--- config.mk ---
export PLATFORM = sky130hd
export DESIGN_NAME = aud_imm_cmd
export DESIGN_NICKNAME = d
export VERILOG_FILES = /design/src/rtl/aud_imm_pkg.sv /design/src/rtl/aud_imm_gctl.sv /design/src/rtl/aud_imm_cmdpath.sv /design/src/rtl/aud_imm_rdmux.sv /design/src/rtl/aud_imm_cmd.sv
export SDC_FILE = /design/constraint.sdc
export NUM_CORES = 1
export LEC_CHECK = 0
export BUFFER_PORTS_ARGS = -buffer_cell sky130_fd_sc_hd__buf_4
export CORE_ASPECT_RATIO = 1.25
export CORE_UTILIZATION = 28
export DETAILED_ROUTE_END_ITERATION = 10
export SYNTH_ARGS = -nofsm -noshare
export SYNTH_HDL_FRONTEND = slang
export SYNTH_HIERARCHICAL = 1
export SYNTH_SLANG_ARGS = --single-unit
--- constraint.sdc ---
create_clock -name clk -period 1.6 [get_ports clk]
set_input_delay 0.24 -clock clk [delete_from_list [all_inputs] [get_ports clk]]
set_output_delay 0.24 -clock clk [all_outputs]
set_load 0.1 [all_outputs]
--- src/rtl/aud_imm_pkg.sv ---
package aud_imm_pkg;

    localparam int REG_AW   = 8;
    localparam int REG_DW   = 32;
    localparam int PRES_LSB = 16;

    localparam logic [REG_AW-1:0] OFS_GCTL = 8'h08;
    localparam logic [REG_AW-1:0] OFS_PRES = 8'h0C;
    localparam logic [REG_AW-1:0] OFS_CMD  = 8'h60;
    localparam logic [REG_AW-1:0] OFS_RSP  = 8'h64;
    localparam logic [REG_AW-1:0] OFS_STS  = 8'h68;

    typedef enum logic [1:0] {
        PH_IDLE = 2'd0,
        PH_REQ  = 2'd1,
        PH_WAIT = 2'd2
    } phase_e;

    typedef struct packed {
        logic [REG_DW-1:0] cmd;
        logic [REG_DW-1:0] resp;
        logic              valid;
        phase_e            phase;
    } cmd_st_t;

    function automatic logic dw_hit(input logic [REG_AW-1:0] a, input logic [REG_AW-1:0] ofs);
        return a[REG_AW-1:2] == ofs[REG_AW-1:2];
    endfunction

endpackage

--- src/rtl/aud_imm_gctl.sv ---
module aud_imm_gctl #(
    parameter int N_CODEC = 3
) (
    input  logic               clk,
    input  logic               rst_n,
    input  logic               wr_run,
    input  logic               wr_run_val,
    input  logic [N_CODEC-1:0] codec_present,
    output logic               run_q,
    output logic               run_nxt,
    output logic [N_CODEC-1:0] pres_q
);

    typedef struct packed {
        logic               run;
        logic [N_CODEC-1:0] pres;
    } gctl_st_t;

    gctl_st_t st_d, st_q;

    always_comb begin
        st_d      = st_q;
        st_d.pres = codec_present;
        if (wr_run) begin
            st_d.run = wr_run_val;
        end
    end

    always_ff @(posedge clk or negedge rst_n) begin
        if (!rst_n) begin
            st_q <= '0;
        end else begin
            st_q <= st_d;
        end
    end

    assign run_q   = st_q.run;
    assign run_nxt = st_d.run;
    assign pres_q  = st_q.pres;

endmodule

--- src/rtl/aud_imm_cmdpath.sv ---
module aud_imm_cmdpath
    import aud_imm_pkg::*;
(
    input  logic              clk,
    input  logic              rst_n,
    input  logic              run_nxt,
    input  logic              wr_cmd,
    input  logic              wr_sts,
    input  logic [REG_DW-1:0] wdata,
    input  logic              cdc_ack,
    input  logic              cdc_rsp_vld,
    input  logic [REG_DW-1:0] cdc_rsp_data,
    output logic              cdc_req,
    output logic [REG_DW-1:0] cmd_q,
    output logic [REG_DW-1:0] resp_q,
    output logic              busy_q,
    output logic              valid_q
);

    cmd_st_t st_d, st_q;
    logic    idle_q;

    assign idle_q = (st_q.phase == PH_IDLE);

    always_comb begin
        st_d = st_q;
        if (!run_nxt) begin
            st_d.cmd   = '0;
            st_d.resp  = '0;
            st_d.valid = 1'b0;
            st_d.phase = PH_IDLE;
        end else begin
            unique case (st_q.phase)
                PH_REQ: begin
                    if (cdc_ack) begin
                        st_d.phase = PH_WAIT;
                    end
                end
                PH_WAIT: begin
                    if (cdc_rsp_vld) begin
                        st_d.resp  = cdc_rsp_data;
                        st_d.valid = 1'b1;
                        st_d.phase = PH_IDLE;
                    end
                end
                default: ;
            endcase
            if (wr_cmd && idle_q) begin
                st_d.cmd = wdata;
            end
            if (wr_sts && idle_q) begin
                if (wdata[1]) begin
                    st_d.valid = 1'b0;
                end
                if (wdata[1:0] == 2'b11) begin
                    st_d.phase = PH_REQ;
                end
            end
        end
    end

    always_ff @(posedge clk or negedge rst_n) begin
        if (!rst_n) begin
            st_q <= '0;
        end else begin
            st_q <= st_d;
        end
    end

    assign cdc_req = (st_q.phase == PH_REQ);
    assign cmd_q   = st_q.cmd;
    assign resp_q  = st_q.resp;
    assign busy_q  = !idle_q;
    assign valid_q = st_q.valid;

endmodule

--- src/rtl/aud_imm_rdmux.sv ---
module aud_imm_rdmux
    import aud_imm_pkg::*;
#(
    parameter int N_CODEC = 3
) (
    input  logic [REG_AW-1:0]  raddr,
    input  logic               run_q,
    input  logic [N_CODEC-1:0] pres_q,
    input  logic [REG_DW-1:0]  cmd_q,
    input  logic [REG_DW-1:0]  resp_q,
    input  logic               busy_q,
    input  logic               valid_q,
    output logic [REG_DW-1:0]  rdata
);

    logic [N_CODEC-1:0] pres_vis;
    logic [REG_DW-1:0]  pres_word;

    for (genvar gi = 0; gi < N_CODEC; gi++) begin : g_pres
        assign pres_vis[gi] = pres_q[gi] & run_q;
    end

    assign pres_word = REG_DW'(pres_vis) << PRES_LSB;

    always_comb begin
        rdata = '0;
        if (dw_hit(raddr, OFS_GCTL)) begin
            rdata[0] = run_q;
        end else if (dw_hit(raddr, OFS_PRES)) begin
            rdata = pres_word;
        end else if (dw_hit(raddr, OFS_CMD)) begin
            rdata = cmd_q;
        end else if (dw_hit(raddr, OFS_RSP)) begin
            rdata = resp_q;
        end else if (dw_hit(raddr, OFS_STS)) begin
            rdata[1:0] = {valid_q, busy_q};
        end
    end

endmodule

--- src/rtl/aud_imm_cmd.sv ---
module aud_imm_cmd
    import aud_imm_pkg::*;
#(
    parameter int N_CODEC = 3
) (
    input  logic               clk,
    input  logic               rst_n,
    input  logic               reg_wr,
    input  logic [REG_AW-1:0]  reg_waddr,
    input  logic [REG_DW-1:0]  reg_wdata,
    input  logic [REG_AW-1:0]  reg_raddr,
    output logic [REG_DW-1:0]  reg_rdata,
    input  logic [N_CODEC-1:0] codec_present,
    output logic               cdc_req,
    output logic [REG_DW-1:0]  cdc_verb,
    input  logic               cdc_ack,
    input  logic               cdc_rsp_vld,
    input  logic [REG_DW-1:0]  cdc_rsp_data
);

    logic               wr_gctl, wr_cmd, wr_sts;
    logic               run_q, run_nxt;
    logic [N_CODEC-1:0] pres_q;
    logic [REG_DW-1:0]  cmd_q, resp_q;
    logic               busy_q, valid_q;

    assign wr_gctl = reg_wr && dw_hit(reg_waddr, OFS_GCTL);
    assign wr_cmd  = reg_wr && dw_hit(reg_waddr, OFS_CMD);
    assign wr_sts  = reg_wr && dw_hit(reg_waddr, OFS_STS);

    aud_imm_gctl #(.N_CODEC(N_CODEC)) u_gctl (
        .clk           (clk),
        .rst_n         (rst_n),
        .wr_run        (wr_gctl),
        .wr_run_val    (reg_wdata[0]),
        .codec_present (codec_present),
        .run_q         (run_q),
        .run_nxt       (run_nxt),
        .pres_q        (pres_q)
    );

    aud_imm_cmdpath u_cmdpath (
        .clk          (clk),
        .rst_n        (rst_n),
        .run_nxt      (run_nxt),
        .wr_cmd       (wr_cmd),
        .wr_sts       (wr_sts),
        .wdata        (reg_wdata),
        .cdc_ack      (cdc_ack),
        .cdc_rsp_vld  (cdc_rsp_vld),
        .cdc_rsp_data (cdc_rsp_data),
        .cdc_req      (cdc_req),
        .cmd_q        (cmd_q),
        .resp_q       (resp_q),
        .busy_q       (busy_q),
        .valid_q      (valid_q)
    );

    aud_imm_rdmux #(.N_CODEC(N_CODEC)) u_rdmux (
        .raddr   (reg_raddr),
        .run_q   (run_q),
        .pres_q  (pres_q),
        .cmd_q   (cmd_q),
        .resp_q  (resp_q),
        .busy_q  (busy_q),
        .valid_q (valid_q),
        .rdata   (reg_rdata)
    );

    assign cdc_verb = cmd_q;

endmodule

==> results of run 1 <==
-- flip-flops by register name, indices dropped and copies added (netlist names) --
signal,flops
u_cmdpath/cmd_q,32
u_cmdpath/resp_q,32
u_gctl/pres_q,3
u_cmdpath/st_q,2
u_cmdpath/valid_q,1
u_gctl/run_q,1
-- power breakdown --
part | total, W | internal [W] | switching, W
Clock | 0.00216 | 0.00137 | 0.000792
Sequential | 0.00181 | 0.00180 | 0.00000605
Combinational | 0.000731 | 0.000418 | 0.000312
Total | 0.00470 | 0.00359 | 0.00111
-- worst min path at each step --
stage                      from                  to  slack [ps]  cells after the start
3_5_place_dp              rst_n    u_gctl/pres_q[0]         290                      2
2_1_floorplan             rst_n  u_cmdpath/cmd_q[0]         -60                      0
5_1_grt        codec_present[2]    u_gctl/pres_q[2]         0.3                      1
6_report       codec_present[2]    u_gctl/pres_q[2]          20                      1
3_3_place_gp              rst_n    u_gctl/pres_q[0]         280                      2
4_1_cts        codec_present[2]    u_gctl/pres_q[2]         0.4                      1
-- area by class of cell --
cell class	count	area, um2
fill	1243	7350
timing repair buffer	199	2210
multi-input combinational	231	1910
sequential	71	1780
clock buffer	9	225
tap	175	219
clock inverter	7	95.1
inverter	4	15.0
antenna	1	2.50
-- cells by family after synthesis --
family	after synthesis
compound gates	79
fa+ha+maj	3
buf+inv	94
flops	71
mux	33
simple gates	112
-- per-stage QoR --
stage | TNS, ps | util | cell area [um2] | std cells
after CTS | -14480 | 0.452 | 6240 | 684
after global routing | -20740 | 0.467 | 6460 | 696
after detailed placement | -50080 | 0.373 | 5160 | 646
after floorplan | -31000 | - | 4370 | 392
after global placement | -47300 | 0.373 | 5160 | 646
final | -17390 | 0.468 | 6460 | 697
-- synthesized netlist by cell type (2+ instances only) --
library cell,instances,area [um2]
a21boi_1,9,67.6
a21oi_1,6,30.0
a21boi_0,23,173
buf_6,9,101
and3_1,2,12.5
clkbuf_8,2,27.5
inv_1,4,15.0
dfrtp_1,71,1780
nor2_1,29,109
ha_1,3,37.5
nand3_1,2,10.0
nand2_1,67,251
or4b_1,2,20.0
buf_4,68,510
a22o_1,31,272
mux2i_1,32,320
o2bb2ai_1,3,26.3
clkbuf_1,3,11.3
buf_2,8,40.0
-- placed cells by master (no fill, tap or decap), drive strengths merged, types with 2 or more instances in the layout --
| cell | n |
|---|---|
| nand3 | 2 |
| and3 | 5 |
| a21boi | 34 |
| dlygate4sd3 | 3 |
| clkbuf | 14 |
| or4 | 2 |
| mux2i | 32 |
| bufinv | 2 |
| buf | 191 |
| a21oi | 6 |
| nor4b | 2 |
| nand2 | 67 |
| a22o | 32 |
| inv | 5 |
| nor2 | 29 |
| or4b | 2 |
| clkinv | 3 |
| ha | 3 |
| o2bb2ai | 3 |
| dfrtp | 71 |
-- routing by layer --
metal | up-vias | global-route usage | wire, um
met5 | - | 0 | 0
met3 | 9 | 0.0284 | 501
met2 | 98 | 0.311 | 7000
met4 | 0 | 0.0563 | 154
met1 | 1649 | 0.217 | 5540
li1 | 1536 | - | -
-- what timing repair did --
item                                    CTS  global route
hold endpoints to repair                 72             1
gates resized for setup                 123            18
hold buffers                              2             1
setup buffers                            11             9
endpoints found under the setup margin   99           100
gates cloned                              9             6
pin swaps                                29            12
==> flow_summary_export.csv, run 1 <==
group,metric,value,unit
global_route,grt_pass1_wl,19100,um
synth,synth.distinct_cells,37,
routing,final_antenna_net_count,0,
timing,setup_slack,-400,ps
synth,syn_avg_cell_area,10.1,um2
routing,wire_per_inst,18.9,um
setup_path,path_cells,"or3b_4 > nor4_4 > buf_4 > o2bb2ai_4 > buf_12",
setup_path,ff2ff_setup_slack,30,ps
place,dp_slack,-864,ps
timing,final.setup_skew,11.2,ps
synth,synth_edf_count,0,
timing,timing.final.crit_period,2000,ps
setup_path,rr_worst_depth,5,
synth,netlist_area,3980,um2
setup_path,r2r_start,"u_cmdpath/st_q[0]",
synth,ys_seq_area_frac,0.447,
power,peakVddDrop,377,uV
clock_network,cts-root-buf,"clkbuf_16",
min_path,holdCritPathClass,"in2reg",
setup_path,worstPathRequired,1360,ps
cells_and_area,area_growth,62.4,%
outcome,failed_checks,"negative setup slack",
place,routabilityCongestion,0.754,
setup_path,worst_setup_path_end_kind,"output pin",
setup_path,critPathMaxStageDelay,410,ps
clock_network,cts-buffers-inserted,9,
synth,ys.flop_type,"dfrtp_1",
synth,synth-seq-cells,71,
place,dp_hpwl,7630,um
timing,holdWs,15.1,ps
power,p_leak,2.84,nW
global_route,grt_max_degree,72,
global_route,track_usage,0.176,
floorplanning,die_w,109,um
timing,post-route-period-util,1.25,
timing,relSlewSlack,0.728,
routing,drt_pass1_iterations,4,
clock_network,clockBufferDepth,2,
outcome,outcome,"finished, violations left",
setup_path,cp.arrival,1760,ps
synth,synth_top_family_by_area,"buffers and inverters",
synth,netlist_instances,392,
clock_network,cts_tree,"done",
cells_and_area,drive_gt1_frac,0.511,
power,pwr_density_cell,728,nW/um2
power,p_total,0.00470,W
global_route,grt_antenna_before_repair,0,
synth,syn_nets,483,
setup_path,crit_end,"reg_rdata[18]",
timing,finalSetupViolCount,94,
synth,async_flop_share,1.00,
setup_path,path_max_fanout,3,
synth,synth.area.mux_share,0.0843,
routing,routed_wl,13200,um
routing,viasPerCell,4.72,
setup_path,critPathLaunch,"u_gctl/run_q",
floorplanning,io_pins,153,
clock_network,clock_latency,330,ps
synth,synth-simple-area-share,0.122,
global_route,grt_pass1_vias,3403,
setup_path,cpMaxStageDelayCell,"or3b_4",
floorplanning,die-area,14700,um2
timing,rsz0062_at_grt,"yes",
floorplanning,dieHeight,135,um
floorplanning,std_cell_rows,48,
setup_path,startpoint_type,"register",
global_route,overflow,0,
timing,worst_slew_pin_slew,408,ps
setup_path,r2r-end,"u_cmdpath/resp_q[2]",
timing,clock.fmax,500,MHz
synth,synth_adder_area_share,0.00944,
synth,synth-warning-count,6,
clock_network,h-tree-depth,3,
place,io_buffers,148,
routing,vias,3292,
timing,hold_viol_final,0,
setup_path,cp_top_family,"simple AND/OR/NAND/NOR gates",
timing,slew_violations,0,
synth,synth_xor_area_frac,0,
clock_network,cts.sinks,71,
floorplanning,core,13800,um2
clock_network,path_clk_slew,60,ps
setup_path,crit_cells,5,
routing,dr.first_iter.drc_count,149,
routing,drc,0,
floorplanning,start_util,0.288,
flow_run,timing.max_cap.violations,0,
synth,synth_compound_area_frac,0.160,
setup_path,crit_buf_inv,2,
setup_path,path_class,"reg2out",
cells_and_area,nNetsFinal,607,
(Power assumes the default switching activity.)
==> run 2: changes to the inputs <==
REMOVE_ABC_BUFFERS = 1   (was unset)
==> run 2 against run 1 <==
The run still ends with negative setup slack left. Combinational power rose by 5.3%. Sequential share of layout area grew 0.091 points. Sequential power about the same. Non-clock buffer count is the same. Worst setup slack lost 17 ps. Via count is 2.1% lower. Register-to-register slack lost 110 ps. Total power shrank 7.9%. Clock skew shrank 4.0 ps. Final area decreased by 0.33%. Count of clock-buffer cells in the layout up 2. First-iteration DRC count decreased by 21%. Largest cell class unchanged. Largest power group is now registers.
==> flow_summary_export.csv, run 2 (synthesis results as in run 1) <==
group,metric,value,unit
timing,timing.final.crit_period,2020,ps
place,io_buffers,148,
clock_network,clock_latency,330,ps
setup_path,r2r_start,"u_cmdpath/st_q[1]",
routing,final_antenna_net_count,0,
timing,setup_slack,-417,ps
timing,relSlewSlack,0.750,
clock_network,path_clk_slew,50,ps
setup_path,r2r-end,"u_cmdpath/resp_q[11]",
routing,drt_pass1_iterations,4,
power,p_leak,2.84,nW
cells_and_area,nNetsFinal,604,
clock_network,cts_tree,"done",
routing,vias,3223,
routing,viasPerCell,4.67,
routing,dr.first_iter.drc_count,118,
timing,post-route-period-util,1.26,
cells_and_area,area_growth,61.8,%
power,pwr_density_cell,673,nW/um2
clock_network,clockBufferDepth,2,
global_route,track_usage,0.175,
min_path,holdPathEnd,"u_gctl/pres_q[0]",
timing,clock.fmax,496,MHz
routing,routed_wl,13200,um
setup_path,rr_worst_depth,6,
place,dp_slack,-930,ps
setup_path,ff2ff_setup_slack,-80,ps
timing,worst_slew_pin_slew,375,ps
global_route,grt_pass1_wl,18700,um
cells_and_area,mostFrequentLayoutCell,"buf_4",
routing,wire_per_inst,19.1,um
timing,final.setup_skew,7.25,ps
place,dp_hpwl,7490,um
floorplanning,die_w,109,um
setup_path,critPathMaxStageDelay,400,ps
timing,finalSetupViolCount,99,
clock_network,h-tree-depth,3,
setup_path,worstPathRequired,1360,ps
global_route,grt_antenna_before_repair,0,
floorplanning,die-area,14700,um2
outcome,failed_checks,"negative setup slack",
timing,hold_viol_final,0,
routing,drc,0,
timing,holdWs,19.5,ps
cells_and_area,final_cells,690,
floorplanning,core,13800,um2
cells_and_area,diodes,0,
floorplanning,start_util,0.288,
setup_path,cp.arrival,1780,ps
global_route,overflow,0,
min_path,holdPathStages,1,
timing,rsz0062_at_grt,"yes",
setup_path,path_cells,"or3b_4 > nor4_4 > buf_6 > o2bb2ai_4 > buf_12",
cells_and_area,drive_gt1_frac,0.501,
place,routabilityCongestion,0.745,
setup_path,cpMaxStageDelayCell,"or3b_4",
power,peakVddDrop,483,uV
flow_run,timing.max_cap.violations,0,
setup_path,startpoint_type,"register",
place,dp.cells,648,
timing,slew_violations,0,
setup_path,worst_setup_path_end_kind,"output pin",
cells_and_area,layout_common_cells,"131 x buf_4, 71 x dfrtp_1, 67 x nand2_1, 46 x buf_12, 32 x mux2i_1",
floorplanning,dieHeight,135,um
min_path,holdCritPathClass,"in2reg",
clock_network,cts-buffers-inserted,9,
clock_network,cts-root-buf,"clkbuf_16",
floorplanning,std_cell_rows,48,
clock_network,cts.sinks,71,
min_path,hp-start,"codec_present[0]",
global_route,grt_pass1_vias,3333,
setup_path,path_max_fanout,3,
setup_path,path_class,"reg2out",
global_route,grt_max_degree,39,
outcome,outcome,"finished, violations left",
floorplanning,io_pins,153,
run 2: what timing repair did:
item / 4_1_cts / 5_1_grt
hold endpoints to repair: 15 / 0
pin swaps: 22 / 25
hold buffers: 1 / 0
resized for setup: 153 / 80
buffers inserted: 13 / 4
endpoints found under the setup margin: 101 / 101
cloned: 9 / 7
run 2: worst max-delay path by stage:
| stage | depth (start not counted) | from | slack, ps | endpoint |
|---|---|---|---|---|
| after floorplan | 3 | u_cmdpath/cmd_q[1] | -2960 | reg_rdata[1] |
| after detailed placement | 6 | reg_waddr[2] | -930 | u_cmdpath/resp_q[31] |
| after CTS | 5 | u_gctl/run_q | -510 | reg_rdata[16] |
| final | 5 | u_gctl/run_q | -420 | reg_rdata[16] |
| after global placement | 6 | reg_waddr[2] | -880 | u_cmdpath/resp_q[31] |
| after global routing | 5 | u_gctl/run_q | -470 | reg_rdata[16] |
run 2: layout make-up:
cell class                      count  area (um2)
Clock buffer                       11         243
Clock inverter                      2        10.0
Fill cell                        1292        7380
Inverter                            4        15.0
Multi-Input combinational cell    228        1860
Sequential cell                    71        1780
Tap cell                          175         219
Timing Repair Buffer              199        2310
run 2: worst max-delay path: cells and delay by family, from the launching register on:
family	cells	cell delay, ps
flops	1	330
simple gates	2	640
compound gates	1	120
buf+inv	2	360
run 2: per-layer routing:
metal | wire [um] | share of wire | GRT usage
met5 | 0 | 0 | 0
met3 | 584 | 0.044 | 0.0361
met4 | 213 | 0.016 | 0.0563
met2 | 6990 | 0.53 | 0.307
met1 | 5410 | 0.41 | 0.210
run 2: power breakdown:
part,switching (W),internal [W]
Combinational,0.000326,0.000445
Clock,0.000691,0.00106
Sequential,0.00000544,0.00181
Total,0.00102,0.00331
run 2: per-stage QoR:
step / power [W] / TNS [ps] / utilization / cell area, um2
floorplan: 0.00196 / -74820 / - / 3290
global placement: 0.00227 / -52310 / 0.350 / 4840
detailed placement: 0.00227 / -55270 / 0.350 / 4840
CTS: 0.00435 / -23050 / 0.437 / 6040
global route: 0.00450 / -20270 / 0.466 / 6440
finish: 0.00433 / -18500 / 0.466 / 6440
==> run 3: changes to the inputs <==
GPL_TIMING_DRIVEN = 0   (was unset)
clock period = 1.7 ns   (was 1.6 ns; I/O delays follow)
==> run 3 against run 2 <==
The flow still finishes with violations (negative setup slack). Die area unchanged. Register-to-register slack improved by 20 ps. Sequential share of layout area increased by 2.5 points. Clock power increased by 4%. Largest cell class is now multi-input gates. Largest power group is now the clock network.
==> flow_summary_export.csv, run 3 (synthesis results as in run 1) <==
group,metric,value,unit
floorplanning,io_pins,153,
timing,slew_violations,0,
place,io_buffers,148,
power,power_frac_clock,0.442,
timing,final.setup_skew,6.11,ps
global_route,grt_pass1_vias,3374,
place,dp_hpwl,6720,um
floorplanning,dieHeight,135,um
cells_and_area,drive_gt1_frac,0.455,
timing,timing.final.crit_period,2040,ps
routing,wire_per_inst,19.9,um
cells_and_area,nFillCells,1357,
setup_path,ff2ff_setup_slack,-60,ps
min_path,holdPathEnd,"u_gctl/pres_q[0]",
power,p_seq_frac,0.413,
setup_path,critPathMaxStageDelay,550,ps
setup_path,cpMaxStageDelayCell,"or4b_4",
global_route,track_usage,0.183,
global_route,grt_antenna_before_repair,1,
setup_path,worstPathRequired,1910,ps
setup_path,worst_setup_path_end_kind,"register",
clock_network,clockBufferDepth,2,
cells_and_area,area_growth,48.4,%
timing,setup_slack,-343,ps
place,dp.cells,626,
setup_path,rr_worst_depth,7,
power,pwr-share-comb,0.145,
timing,hold_viol_final,0,
power,p_leak,2.67,nW
clock_network,cts_tree,"done",
clock_network,cts.sinks,71,
clock_network,cts-buffers-inserted,9,
clock_network,ctsHoldBuffers,0,
power,p_total,0.00412,W
timing,holdWs,34.5,ps
setup_path,r2r_start,"u_gctl/run_q",
cells_and_area,final_cells,677,
power,pwr_density_cell,699,nW/um2
routing,final_antenna_net_count,0,
floorplanning,start_util,0.288,
routing,drt_pass1_iterations,4,
floorplanning,die_w,109,um
timing,post-route-period-util,1.20,
outcome,failed_checks,"negative setup slack",
clock_network,h-tree-depth,3,
timing,worst_slew_pin_slew,914,ps
clock_network,cts-root-buf,"clkbuf_16",
timing,relSlewSlack,0.391,
setup_path,path_max_fanout,5,
routing,dr.first_iter.drc_count,138,
power,p_int,0.00313,W
power,switchingPower,0.000989,W
setup_path,startpoint_type,"input port",
timing,fin_tns_setup,-11370,ps
timing,rsz0062_at_grt,"yes",
global_route,grt_max_degree,72,
global_route,overflow,0,
power,peakVddDrop,352,uV
min_path,holdCritPathClass,"in2reg",
global_route,grt_pass1_wl,19700,um
timing,finalSetupViolCount,76,
setup_path,cp.arrival,2250,ps
routing,viasPerCell,4.81,
place,routabilityCongestion,0.709,
routing,routed_wl,13500,um
cells_and_area,nNetsFinal,588,
timing,clock.fmax,490,MHz
setup_path,path_cells,"buf_6 > or4b_4 > nor4b_4 > mux2_4 > and3_4 > buf_12 > buf_16 > a22o_1",
flow_run,timing.max_cap.violations,0,
cells_and_area,final_area,5900,um2
outcome,outcome,"finished, violations left",
cells_and_area,layout_common_cells,"117 x buf_4, 71 x dfrtp_1, 65 x nand2_1, 32 x buf_6, 32 x mux2i_1",
routing,vias,3257,
min_path,hp-start,"codec_present[0]",
cells_and_area,mostFrequentLayoutCell,"buf_4",
floorplanning,core,13800,um2
setup_path,r2r-end,"u_cmdpath/resp_q[30]",
clock_network,path_clk_slew,60,ps
floorplanning,std_cell_rows,48,
place,placed_area,4640,um2
routing,drc,0,
floorplanning,die-area,14700,um2
setup_path,path_class,"in2reg",
clock_network,clock_latency,320,ps
power,p_sw_frac,0.240,
min_path,holdPathStages,1,
==> run 3: through the flow <==
stage	setup slack, ps	utilization
after floorplan	-2870	-
after global placement	-1620	0.334
after detailed placement	-1370	0.336
after CTS	-407	0.414
after global routing	-417	0.427
final	-343	0.427
==> run 3: how the worst max path moves through the flow <==
stage,end,start,cells past startpoint,slack (ps)
detailed placement,u_cmdpath/resp_q[12],reg_waddr[2],6,-1370
floorplan,reg_rdata[1],u_cmdpath/cmd_q[1],3,-2870
global placement,u_cmdpath/resp_q[31],reg_waddr[2],6,-1620
finish,u_cmdpath/resp_q[30],reg_waddr[4],8,-340
CTS,reg_rdata[16],u_gctl/run_q,5,-410
global route,reg_rdata[17],u_gctl/run_q,5,-420
==> run 3: cell type report <==
cell class / instances / area [um2] / area share
Multi-Input combinational cell: 238 / 1860 / 0.314
Sequential cell: 71 / 1780 / 0.301
Timing Repair Buffer: 173 / 1750 / 0.297
Clock buffer: 11 / 233 / 0.0394
Tap cell: 175 / 219 / 0.0371
Clock inverter: 4 / 47.5 / 0.00805
Inverter: 4 / 15.0 / 0.00254
Antenna cell: 1 / 2.50 / 0.000424
==> run 3: critical path: cells and delay by family <==
kind	cells	cell delay (ps)
mux	1	380
buf+inv	3	370
simple gates	3	1070
compound gates	1	180
==> run 3: timing repair <==
item	4_1_cts	5_1_grt
setup buffers	15	7
gates resized for setup	125	22
setup endpoints to repair	97	99
pin swaps	25	17
gates cloned	14	2
==> run 3: power by group through the flow <==
stage | sequential, W | clock (W) | combinational (W)
floorplan | 0.00174 | 0 | 0.000103
global placement | 0.00173 | 0 | 0.000374
detailed placement | 0.00173 | 0 | 0.000376
CTS | 0.00170 | 0.00188 | 0.000575
global route | 0.00170 | 0.00195 | 0.000632
finish | 0.00170 | 0.00182 | 0.000599
==> run 3: routing by layer <==
metal  wire [um]  GRT usage
met3         838     0.0390
met4         144     0.0518
met5           0          0
met2        6980      0.316
met1        5510      0.228
